==> src/rtl/sync_shift_engine.sv <==
module sync_shift_engine #(
  parameter  int MAX_W = 16,
  parameter  int RLD_W = 16,
  localparam int IDX_W = $clog2(MAX_W + 1),
  localparam int POS_W = $clog2(MAX_W)
) (
  input  logic             clk,
  input  logic             rst_n,
  input  logic             cfg_master,
  input  logic [IDX_W-1:0] cfg_width,
  input  logic             cfg_msb_first,
  input  logic             cfg_cpol,
  input  logic             cfg_tx_lead,
  input  logic [RLD_W-1:0] cfg_reload,
  input  logic [MAX_W-1:0] tx_data,
  input  logic             tx_start,
  output logic             busy,
  output logic [MAX_W-1:0] rx_data,
  output logic             rx_done,
  output logic             sclk_o,
  input  logic             sclk_i,
  output logic             sdo,
  input  logic             sdi
);

  logic             busy_q, done_q, sdo_q, tog_q;
  logic             msb_q, lead_q, master_q;
  logic [2:0]       sync_q;
  logic [RLD_W-1:0] div_q, reload_q;
  logic [POS_W:0]   edge_q;
  logic [POS_W-1:0] wm1_q;
  logic [MAX_W-1:0] tx_q, rx_q;

  logic [POS_W-1:0] wm1_in, first_pos, bit_i, cur_pos, nxt_pos;
  logic             ev, is_lead, last;

  assign wm1_in = (cfg_width < IDX_W'(2))     ? POS_W'(1) :
                  (cfg_width > IDX_W'(MAX_W)) ? POS_W'(MAX_W - 1) :
                                                POS_W'(cfg_width - IDX_W'(1));
  assign first_pos = cfg_msb_first ? wm1_in : '0;

  assign bit_i   = edge_q[POS_W:1];
  assign is_lead = ~edge_q[0];
  assign last    = (edge_q == {wm1_q, 1'b1});
  assign cur_pos = msb_q ? wm1_q - bit_i : bit_i;
  assign nxt_pos = msb_q ? wm1_q - bit_i - POS_W'(1) : bit_i + POS_W'(1);

  assign ev = busy_q & (master_q ? (div_q == '0) : (sync_q[1] ^ sync_q[2]));

  always_ff @(posedge clk or negedge rst_n)
    if (!rst_n) sync_q <= '0;
    else        sync_q <= {sync_q[1:0], sclk_i};

  always_ff @(posedge clk or negedge rst_n)
    if (!rst_n)                div_q <= '0;
    else if (!busy_q)          div_q <= cfg_reload;
    else if (div_q == '0)      div_q <= reload_q;
    else                       div_q <= div_q - RLD_W'(1);

  always_ff @(posedge clk or negedge rst_n) begin
    if (!rst_n) begin
      busy_q   <= 1'b0;
      done_q   <= 1'b0;
      sdo_q    <= 1'b0;
      tog_q    <= 1'b0;
      msb_q    <= 1'b0;
      lead_q   <= 1'b0;
      master_q <= 1'b0;
      reload_q <= '0;
      edge_q   <= '0;
      wm1_q    <= '0;
      tx_q     <= '0;
      rx_q     <= '0;
    end else begin
      done_q <= 1'b0;
      if (!busy_q) begin
        if (tx_start) begin
          busy_q   <= 1'b1;
          msb_q    <= cfg_msb_first;
          lead_q   <= cfg_tx_lead;
          master_q <= cfg_master;
          reload_q <= cfg_reload;
          wm1_q    <= wm1_in;
          tx_q     <= tx_data;
          rx_q     <= '0;
          edge_q   <= '0;
          tog_q    <= 1'b0;
          if (!cfg_tx_lead) sdo_q <= tx_data[first_pos];
        end
      end else if (ev) begin
        if (master_q) tog_q <= ~tog_q;
        edge_q <= edge_q + 1'b1;
        if (is_lead) begin
          if (lead_q) sdo_q <= tx_q[cur_pos];
          else        rx_q[cur_pos] <= sdi;
        end else begin
          if (lead_q)     rx_q[cur_pos] <= sdi;
          else if (!last) sdo_q <= tx_q[nxt_pos];
        end
        if (last) begin
          busy_q <= 1'b0;
          done_q <= 1'b1;
          edge_q <= '0;
          tog_q  <= 1'b0;
        end
      end
    end
  end

  assign busy    = busy_q;
  assign rx_done = done_q;
  assign rx_data = rx_q;
  assign sdo     = sdo_q;
  assign sclk_o  = cfg_cpol ^ tog_q;

endmodule

==> config.mk <==
export PLATFORM = sky130hd
export DESIGN_NAME = sync_shift_engine
export DESIGN_NICKNAME = d
export VERILOG_FILES = /design/src/rtl/sync_shift_engine.sv
export SDC_FILE = /design/constraint.sdc
export NUM_CORES = 1
export LEC_CHECK = 0
export BUFFER_PORTS_ARGS = -buffer_cell sky130_fd_sc_hd__buf_4
export CELL_PAD_IN_SITES_DETAIL_PLACEMENT = 1
export CELL_PAD_IN_SITES_GLOBAL_PLACEMENT = 1
export CORE_MARGIN = 5
export CORE_UTILIZATION = 41
export CTS_BUF_LIST = sky130_fd_sc_hd__clkbuf_8
export CTS_CLUSTER_DIAMETER = 150
export DETAILED_ROUTE_END_ITERATION = 6
export PLACE_DENSITY = 0.78
export SLEW_MARGIN = 30
export SYNTH_ARGS = -nofsm -noshare
export SYNTH_HDL_FRONTEND = slang
export SYNTH_SLANG_ARGS = --single-unit
export TNS_END_PERCENT = 50
==> constraint.sdc <==
create_clock -name clk -period 3.13 [get_ports clk]
set_clock_uncertainty 0.2 [all_clocks]
set_input_delay 0.626 -clock clk [delete_from_list [all_inputs] [get_ports clk]]
set_output_delay 0.626 -clock clk [all_outputs]
set_load 0.02 [all_outputs]
==> flow_summary.json, run 1 <==
{
  "status": "finished, final reports clean",
  "synth_cell_types": 66,
  "hold_buffers": 0,
  "synth_edf_count": 0,
  "r2r_end": "sdo$_DFFE_PN0P_",
  "drt_iter0_markers": 157,
  "muxShareOfSynthArea_pct": 5.84,
  "grt_pass1_wl_um": 23100,
  "critical_path_class": "flop to flop",
  "synth_top_family_by_area": "simple AND/OR/NAND/NOR gates",
  "hpwlAfterDp_um": 10300,
  "synth-seq-area-share_pct": 42.0,
  "clock_sinks": 83,
  "avgRoutedWirePerCell_um": 17.6,
  "synth_fp_nets": 622,
  "synthTopCellsByArea": "dfrtp_1, nand2_1, mux2i_1",
  "num_vias": 4288,
  "path_cells": "inv_1 > ha_2 > inv_2 > fa_1 > inv_2 > ha_4 > nand2_4 > and2_4 > mux2i_1 > mux4_2 > nor2_2 > mux2i_1 > a21oi_1",
  "route.detailed.drc": 0,
  "worstSetupStartpoint": "wm1_q[0]$_DFFE_PN0P_",
  "synth-simple-area-share_pct": 23.6,
  "final_core_util_pct": 49.7,
  "r2r_start": "wm1_q[0]$_DFFE_PN0P_",
  "ys_warn_count": 0,
  "num-nets-final": 681,
  "coreArea_um2": 11900,
  "vdd_drop_max_v": 0.000402,
  "overflow": 0,
  "grt_start_max_net_pins": 49,
  "num_antenna_cells": 0,
  "netlist_area_um2": 4950,
  "holdCritPathClass": "primary input to async pin",
  "cp.required_ns": 3.23,
  "reg2reg_slack_ns": 0.09,
  "viasPerCell": 5.51,
  "synth_xor_area_share_pct": 4.50,
  "htree_levels": 3,
  "fin_setup_tns_ns": 0,
  "setup.worst_path.start_class": "flop",
  "slew_headroom_pct": 44.3,
  "clk_path_buf_depth": 2,
  "worstSetupEndpointType": "flop",
  "cts_tree": "yes",
  "cts-root-buf": "clkbuf_8",
  "start_util_pct": 41.5,
  "synth_top_area_cell": "dfrtp_1",
  "clk_pin_slew_worst_paths_ns": 0.09,
  "wl_um": 13700,
  "fmax_mhz": 329,
  "setup.worst_path.end": "sdo$_DFFE_PN0P_",
  "grt_pass1_vias": 4627,
  "yosys.area_share.adder_pct": 2.43,
  "clk_latency_ns": 0.36,
  "worstPathMaxFanout": 8,
  "hold_viol_final": 0,
  "final-max-slew-violation-count": 0,
  "finalSetupViolCount": 0,
  "ios": 66,
  "ys_seq_elements": 83,
  "groute.usage.overall_pct": 19.9,
  "min_period_over_period_pct": 97.1,
  "ys.flop_type": "dfrtp_1",
  "rows": 40,
  "drv_cap": 0,
  "r2r_cells": 13,
  "syn_inst": 567,
  "dieArea_um2": 14400,
  "syn_avg_cell_area_um2": 8.73,
  "cts_made_buffers": 9,
  "worstMarginPinSlew_ns": 0.836,
  "cp_slowest_cell": "fa_1",
  "crit_arrival_ns": 3.14,
  "io_buffers": 65,
  "dr.pass1.iters": 4,
  "antenna_found_initial": 0,
  "synth_compound_area_share_pct": 17.3,
  "final_layout_size_suffix_gt1_share_pct": 20.8,
  "ant_nets": 0,
  "gp_congestion": 0.802,
  "power_density_nw_per_um2": 1030,
  "die_w_um": 120,
  "synthArstFlopShare_pct": 100,
  "synth_top_area_share_pct": 42.0,
  "syn2layout_area_growth_pct": 19.6,
  "period_needed_ns": 3.04,
  "critPathMaxStageDelay_ns": 0.54,
  "power_leakage_nw": 2.81,
  "die_h_um": 120
}
==> state kept, by name, indices dropped and copies added (netlist names), 3 cells and up <==
register,cells
sync_q,3
rx_data,16
edge_q,5
wm1_q,4
div_q,16
tx_q,16
reload_q,16
==> cells in the mapped netlist (2+ instances only) <==
cell type,n
o211ai_1,14
xor2_1,7
nor3_1,9
nand3_1,23
nor4_1,3
and2_1,5
a32o_1,3
a211oi_1,8
and3b_1,2
o21ai_1,9
nand3b_4,4
nor2_1,35
nand2b_1,3
o21a_1,5
buf_2,7
nand2_1,128
mux2_2,4
a22o_1,3
dfrtp_1,83
nor2b_1,2
a31oi_1,13
a21o_1,6
or2_2,2
or3_1,2
clkbuf_1,22
ha_1,8
nor4_2,2
a21oi_1,29
mux2i_1,21
o21ai_0,33
inv_1,22
xnor2_1,14
and3_1,3
==> critical path, delay by kind of cell, from the launching register on <==
kind | cells | cell delay, ns
multiplexers | 3 | 0.71
adder cells (fa/ha/maj) | 3 | 0.98
AO/OA/AOI/OAI | 1 | 0.14
flip-flops | 1 | 0.39
buffers and inverters | 3 | 0.16
AND/OR/NAND/NOR | 3 | 0.40
==> layer usage <==
metal / global-route usage (%) / part of all wire [%] / vias to the layer above
met5: 0 / 0 / -
met4: 4.37 / 0.92 / 0
met3: 5.09 / 3.2 / 11
met2: 36.5 / 54 / 62
met1: 23.2 / 42 / 2128
li1: - / - / 2087
==> cells in the final DEF, fill, tap and decap left out, types with 8 or more instances in the layout <==
cell type / netlist / layout
nand2_1: 128 / 127
dfrtp_1: 83 / 83
buf_4: 1 / 78
nor2_1: 35 / 34
o21ai_0: 33 / 33
a21oi_1: 29 / 29
nand3_1: 23 / 23
inv_1: 22 / 20
mux2i_1: 21 / 20
xnor2_1: 14 / 14
o211ai_1: 14 / 14
a31oi_1: 13 / 13
clkbuf_8: 0 / 10
nor3_1: 9 / 9
o21ai_1: 9 / 9
a211oi_1: 8 / 8
==> stage by stage <==
step / hold WS [ns] / power (mW) / instances / cell area (um2) / setup slack (ns)
after floorplan: 0.130 / 4.07 / 567 / 4950 / 0.216
after global placement: 0.137 / 4.73 / 760 / 5600 / 0.0991
after detailed placement: 0.138 / 4.92 / 760 / 5600 / -0.0749
after CTS: 0.00950 / 5.92 / 776 / 5850 / 0.0122
after global routing: 0.0265 / 6.57 / 778 / 5920 / -0.0274
final: 0.00801 / 6.07 / 778 / 5920 / 0.0893
==> kinds of logic (layout without fill, tap and decap cells) <==
kind of cell / after synthesis / after routing
DFF: 83 / 83
muxes: 27 / 27
buffers and inverters: 54 / 118
AOI/OAI and AO/OA: 135 / 135
xor gates and xnor gates: 23 / 23
and+or+nand+nor: 236 / 236
adders and majority gates: 9 / 9
==> report_power, final <==
part | switching [mW] | internal [mW] | total (mW) | leakage, nW
combinational | 1.76 | 1.40 | 3.16 | 1.73
clock | 0.408 | 0.553 | 0.962 | 0.123
sequential | 0.449 | 1.50 | 1.95 | 0.961
total | 2.62 | 3.45 | 6.07 | 2.81
==> how the worst min path moves through the flow <==
stage	from	end	slack [ns]	depth (start not counted)
2_1_floorplan	rst_n	busy$_DFF_PN0_	0.13	0
3_3_place_gp	sync_q[0]$_DFF_PN0_	sync_q[1]$_DFF_PN0_	0.14	0
3_5_place_dp	sync_q[0]$_DFF_PN0_	sync_q[1]$_DFF_PN0_	0.14	0
4_1_cts	rst_n	sync_q[2]$_DFF_PN0_	0.01	1
5_1_grt	rst_n	sync_q[2]$_DFF_PN0_	0.03	1
6_report	rst_n	div_q[13]$_DFF_PN0_	0.008	1
==> repair_timing <==
action,CTS,global route
endpoints found under the hold margin,0,0
gates resized for setup,1,12
pin swaps,0,4
endpoints found under the setup margin,1,1
setup buffers,0,2
==> final cells by class <==
type	count	area, um2
inverter	23	86.3
timing repair buffer	79	606
clock buffer	10	138
multi-input combinational	430	2720
tap	147	184
clock inverter	6	111
sequential	83	2080
fill	1406	5990
Note: power is estimated with default switching activity, not from simulation.
==> run 2: changes to the inputs <==
- CORE_ASPECT_RATIO: default -> 0.6
- GPL_TIMING_DRIVEN: default -> 0
==> flow_summary.json, run 2 (synthesized netlist as in run 1, its figures left out) <==
{
  "grt_pass1_vias": 4768,
  "dieArea_um2": 14400,
  "viasPerCell": 5.56,
  "avgRoutedWirePerCell_um": 19.2,
  "critical_path_class": "flop to flop",
  "clk_path_buf_depth": 2,
  "critPathMaxStageDelay_ns": 0.47,
  "antenna_found_initial": 0,
  "worstPathMaxFanout": 5,
  "fin_setup_tns_ns": 0,
  "grt_pass1_wl_um": 25700,
  "slew_headroom_pct": 44.9,
  "finalSetupViolCount": 0,
  "final_layout_size_suffix_gt1_share_pct": 21.4,
  "cts-root-buf": "clkbuf_8",
  "fmax_mhz": 331,
  "path_cells": "inv_2 > ha_4 > inv_2 > fa_1 > xnor2_2 > and3_1 > or3_1 > a31oi_2 > xnor2_1 > mux2i_2 > a21oi_1",
  "worstSetupEndpointType": "flop",
  "cts_made_buffers": 9,
  "status": "finished, final reports clean",
  "rsz0062_at_grt": "false",
  "final-max-slew-violation-count": 0,
  "period_needed_ns": 3.02,
  "crit_arrival_ns": 3.07,
  "clk_latency_ns": 0.36,
  "final_core_util_pct": 50.3,
  "start_util_pct": 41.4,
  "met3_usage_pct": 4.90,
  "worstMarginPinSlew_ns": 0.826,
  "cpLargestDelayFamily": "adder cells",
  "io_buffers": 63,
  "ios": 66,
  "num-nets-final": 700,
  "coreArea_um2": 11900,
  "cp.required_ns": 3.17,
  "min_period_over_period_pct": 96.6,
  "clk_pin_slew_worst_paths_ns": 0.09,
  "seq_area_um2": 2080,
  "wl_um": 15700,
  "dr.pass1.iters": 4,
  "grt_use_met2_pct": 34.8,
  "die_h_um": 95.1,
  "r2r_cells": 11,
  "die_w_um": 152,
  "final_common_cell": "nand2_1",
  "cp_slowest_cell": "fa_1",
  "drt_iter0_markers": 272,
  "gp_congestion": 0.863,
  "fillers": 1442,
  "ant_nets": 0,
  "most-common-layout-cells": "nand2_1, dfrtp_1, buf_4",
  "rows": 31,
  "hpwlAfterDp_um": 11700,
  "top_usage_layer": "met2",
  "setup.worst_path.start_class": "flop",
  "num_vias": 4533,
  "clock_sinks": 83,
  "vdd_drop_max_v": 0.000358,
  "finalInstanceArea_um2": 6000,
  "finalPower_mw": 6.35,
  "critPathBufInv": 2,
  "power_leakage_nw": 2.81,
  "groute.usage.overall_pct": 22.3,
  "holdCritPathClass": "primary input to async pin",
  "syn2layout_area_growth_pct": 21.3,
  "hold_viol_final": 0,
  "grt_start_max_net_pins": 84,
  "drv_cap": 0,
  "crit_top_cell": "inv_2",
  "reg2reg_slack_ns": 0.11,
  "multi_input_area_um2": 2750,
  "overflow": 0,
  "power_density_nw_per_um2": 1060,
  "cts_tree": "yes",
  "place_area_um2": 5630,
  "htree_levels": 3,
  "route.detailed.drc": 0,
  "cp_num_cells": 11,
  "num_antenna_cells": 0,
  "grt_use_met1_pct": 32.2
}
run 2: cell types whose count changed in the layout (fill, tap and decap cells not counted), sizes merged:
cell    delta
buf        -2
bufinv     -1
clkbuf    +22
clkinv     +1
inv        -1
run 2: metal layers:
metal / share of wire, % / up-vias
met5: 0 / -
li1: - / 2125
met4: 0.74 / 0
met2: 45 / 105
met3: 4.1 / 10
met1: 51 / 2293
run 2: timing repair:
action                     CTS  global route
gates resized for setup     17            13
hold buffers                 0             0
pin swaps                    5             5
setup endpoints to repair   17            17
setup buffers                5             1
cloned                       0             0
run 2: report_power, final:
part | total [mW] | switching [mW] | leakage (nW) | internal (mW)
sequential | 1.95 | 0.446 | 0.957 | 1.50
combinational | 3.49 | 1.99 | 1.74 | 1.50
clock | 0.911 | 0.415 | 0.116 | 0.496
total | 6.35 | 2.85 | 2.81 | 3.50
run 2: through the flow:
stage,cells,setup slack (ns),hold slack (ns)
CTS,815,-0.0414,0.132
floorplan,567,0.216,0.130
global route,815,0.0155,0.143
finish,815,0.105,0.0788
detailed placement,795,-0.241,0.140
global placement,795,-0.139,0.134
run 2: final timing paths:
check	from	end
max	wm1_q[0]$_DFFE_PN0P_	sdo$_DFFE_PN0P_
min	rst_n	edge_q[3]$_DFFE_PN0N_
max reg2reg	wm1_q[0]$_DFFE_PN0P_	sdo$_DFFE_PN0P_
min reg2reg	sync_q[0]$_DFF_PN0_	sync_q[1]$_DFF_PN0_
max in group asynchronous	rst_n	edge_q[1]$_DFFE_PN0N_
min in group clk	sync_q[0]$_DFF_PN0_	sync_q[1]$_DFF_PN0_
run 2: area by class of cell:
type / count / share of cell area, %
inverter: 23 / 1.44
clock inverter: 5 / 1.42
timing repair buffer: 69 / 8.75
tap: 165 / 3.44
multi-input combinational: 430 / 45.7
sequential: 83 / 34.7
buffer: 29 / 2.04
clock buffer: 11 / 2.52
==> run 3: changes to the inputs <==
- BUFFER_PORTS_ARGS: -buffer_cell sky130_fd_sc_hd__buf_4 -> default
- CORE_UTILIZATION: 41 -> 45
- DONT_BUFFER_PORTS: default -> 1
- PLACE_DENSITY: 0.78 -> 0.77
- SETUP_SLACK_MARGIN: default -> 0.4
- SLEW_MARGIN: 30 -> 20
==> flow_summary.json, run 3 (synthesized netlist as in run 1, its figures left out) <==
{
  "status": "finished, violations left",
  "violations": "hold timing, setup timing",
  "power_leakage_nw": 2.62,
  "route.detailed.drc": 0,
  "num_antenna_cells": 0,
  "gp_congestion": 0.899,
  "hpwlAfterDp_um": 11400,
  "multi_input_area_um2": 2820,
  "final_common_cell": "nand2_1",
  "drt_iter0_markers": 306,
  "vdd_drop_max_v": 0.000432,
  "hold_viol_final": 83,
  "grt_pass1_wl_um": 25000,
  "r2r_end": "sdo$_DFFE_PN0P_",
  "setup.worst_path.start_class": "flop",
  "clk_latency_ns": 0.37,
  "rsz0062_at_grt": "true",
  "fin_hold_ws_ns": -0.247,
  "num_vias": 4418,
  "worstSetupEndpointType": "flop",
  "reg2reg_slack_ns": -0.005,
  "final_core_util_pct": 53.4,
  "die_h_um": 91.2,
  "r2r_cells": 14,
  "min_period_over_period_pct": 100,
  "finalInstanceArea_um2": 5690,
  "ant_nets": 0,
  "critical_path_class": "flop to flop",
  "drv_cap": 0,
  "cts-root-buf": "clkbuf_8",
  "wl_um": 16300,
  "power_density_nw_per_um2": 1130,
  "clk_path_buf_depth": 2,
  "io_buffers": 0,
  "rows": 29,
  "fillers": 1261,
  "cts_tree": "yes",
  "cts_made_buffers": 9,
  "dieArea_um2": 13300,
  "clkPwrFrac_pct": 12.4,
  "cp.required_ns": 3.17,
  "antenna_found_initial": 0,
  "coreArea_um2": 10700,
  "worstMarginPinSlew_ns": 0.851,
  "syn2layout_area_growth_pct": 15.0,
  "most-common-layout-cells": "nand2_1, dfrtp_1, nor2_1",
  "grt_start_max_net_pins": 84,
  "holdCritPathClass": "primary input to async pin",
  "htree_levels": 3,
  "place_ws_ns": -0.208,
  "crit_arrival_ns": 3.17,
  "final-max-slew-violation-count": 0,
  "viasPerCell": 5.97,
  "power_frac_comb_pct": 56.1,
  "worstPathMaxFanout": 7,
  "r2r_start": "wm1_q[0]$_DFFE_PN0P_",
  "groute.usage.overall_pct": 23.5,
  "final_layout_size_suffix_gt1_share_pct": 16.5,
  "place_area_um2": 5130,
  "fin_setup_tns_ns": -0.00471,
  "p_sw_mw": 2.95,
  "seq_area_um2": 2080,
  "num-nets-final": 651,
  "clk_pin_slew_worst_paths_ns": 0.08,
  "finalPower_mw": 6.46,
  "slew_headroom_pct": 43.3,
  "dr.pass1.iters": 4,
  "power_frac_seq_pct": 31.5,
  "switching_share_pct": 45.7,
  "layout_setup_ws_ns": -0.00471,
  "overflow": 0,
  "finalSetupViolCount": 1,
  "ios": 66,
  "power.internal_mw": 3.51,
  "die_w_um": 145,
  "avgRoutedWirePerCell_um": 22.0,
  "start_util_pct": 46.4,
  "clock_sinks": 83,
  "period_needed_ns": 3.13,
  "grt_pass1_vias": 4495,
  "fmax_mhz": 319
}
[run 3: cell types whose count changed in the layout (fill, tap and decap cells not counted), sizes merged]
cell and delta:
inv +2, buf -50, clkinvlp +1, clkinv -1, bufinv -1
[run 3: area by class of cell]
class                      instances  share of cell area (%)
buffer                            31                    2.77
clock buffer                      10                    2.42
clock inverter                     6                    1.01
inverter                          23                    1.65
multi-input combinational        430                    49.6
sequential                        83                    36.5
tap                              139                    3.06
timing repair buffer              18                    2.97
[run 3: timing repair]
item	in CTS	in global routing
setup endpoints to repair	19	21
cloned	0	1
gates resized for setup	10	43
pin swaps	6	9
buffers inserted	6	11
hold endpoints to repair	83	83
[run 3: metal layers]
layer / track usage [%] / share of wire, % / vias to the layer above
li1: - / - / 2033
met4: 4.97 / 1.1 / 0
met5: 0 / 0 / -
met3: 6.37 / 6.9 / 16
met2: 35.1 / 45 / 130
met1: 34.3 / 47 / 2239
[run 3: stage by stage]
step / cells / hold WS, ns
floorplan: 567 / 0.130
global placement: 706 / 0.134
detailed placement: 706 / 0.134
CTS: 728 / -0.262
global route: 740 / -0.282
finish: 740 / -0.247
[run 3: worst max path at each step]
stage | from | end | slack [ns] | cells past startpoint
after detailed placement | edge_q[3]$_DFFE_PN0N_ | rx_data[15]$_DFFE_PN0P_ | -0.21 | 11
final | wm1_q[0]$_DFFE_PN0P_ | sdo$_DFFE_PN0P_ | -0.005 | 14
after CTS | wm1_q[0]$_DFFE_PN0P_ | sdo$_DFFE_PN0P_ | -0.05 | 14
after global placement | edge_q[3]$_DFFE_PN0N_ | rx_data[12]$_DFFE_PN0P_ | -0.09 | 11
after floorplan | edge_q[1]$_DFFE_PN0N_ | sdo$_DFFE_PN0P_ | 0.24 | 13
after global routing | wm1_q[0]$_DFFE_PN0P_ | sdo$_DFFE_PN0P_ | -0.1 | 13
[run 3: worst max-delay path: stages, from the launching register on]
cell and delay, ns:
dfrtp_1 0.39, inv_2 0.09, ha_4 0.15, inv_2 0.04, fa_1 0.53, inv_2 0.07
ha_4 0.27, nand2_2 0.05, and2_4 0.15, buf_8 0.13, a2111oi_2 0.39, a31oi_1 0.09
o211a_1 0.17, mux2i_2 0.19, a21oi_1 0.09
[run 3: power by group through the flow]
stage,sequential [mW],clock [mW],combinational [mW]
2_1_floorplan,1.89,0,2.22
3_3_place_gp,2.01,0,2.69
3_5_place_dp,2.03,0,2.85
4_1_cts,2.02,0.801,3.05
5_1_grt,2.09,0.855,3.90
6_report,2.04,0.798,3.62
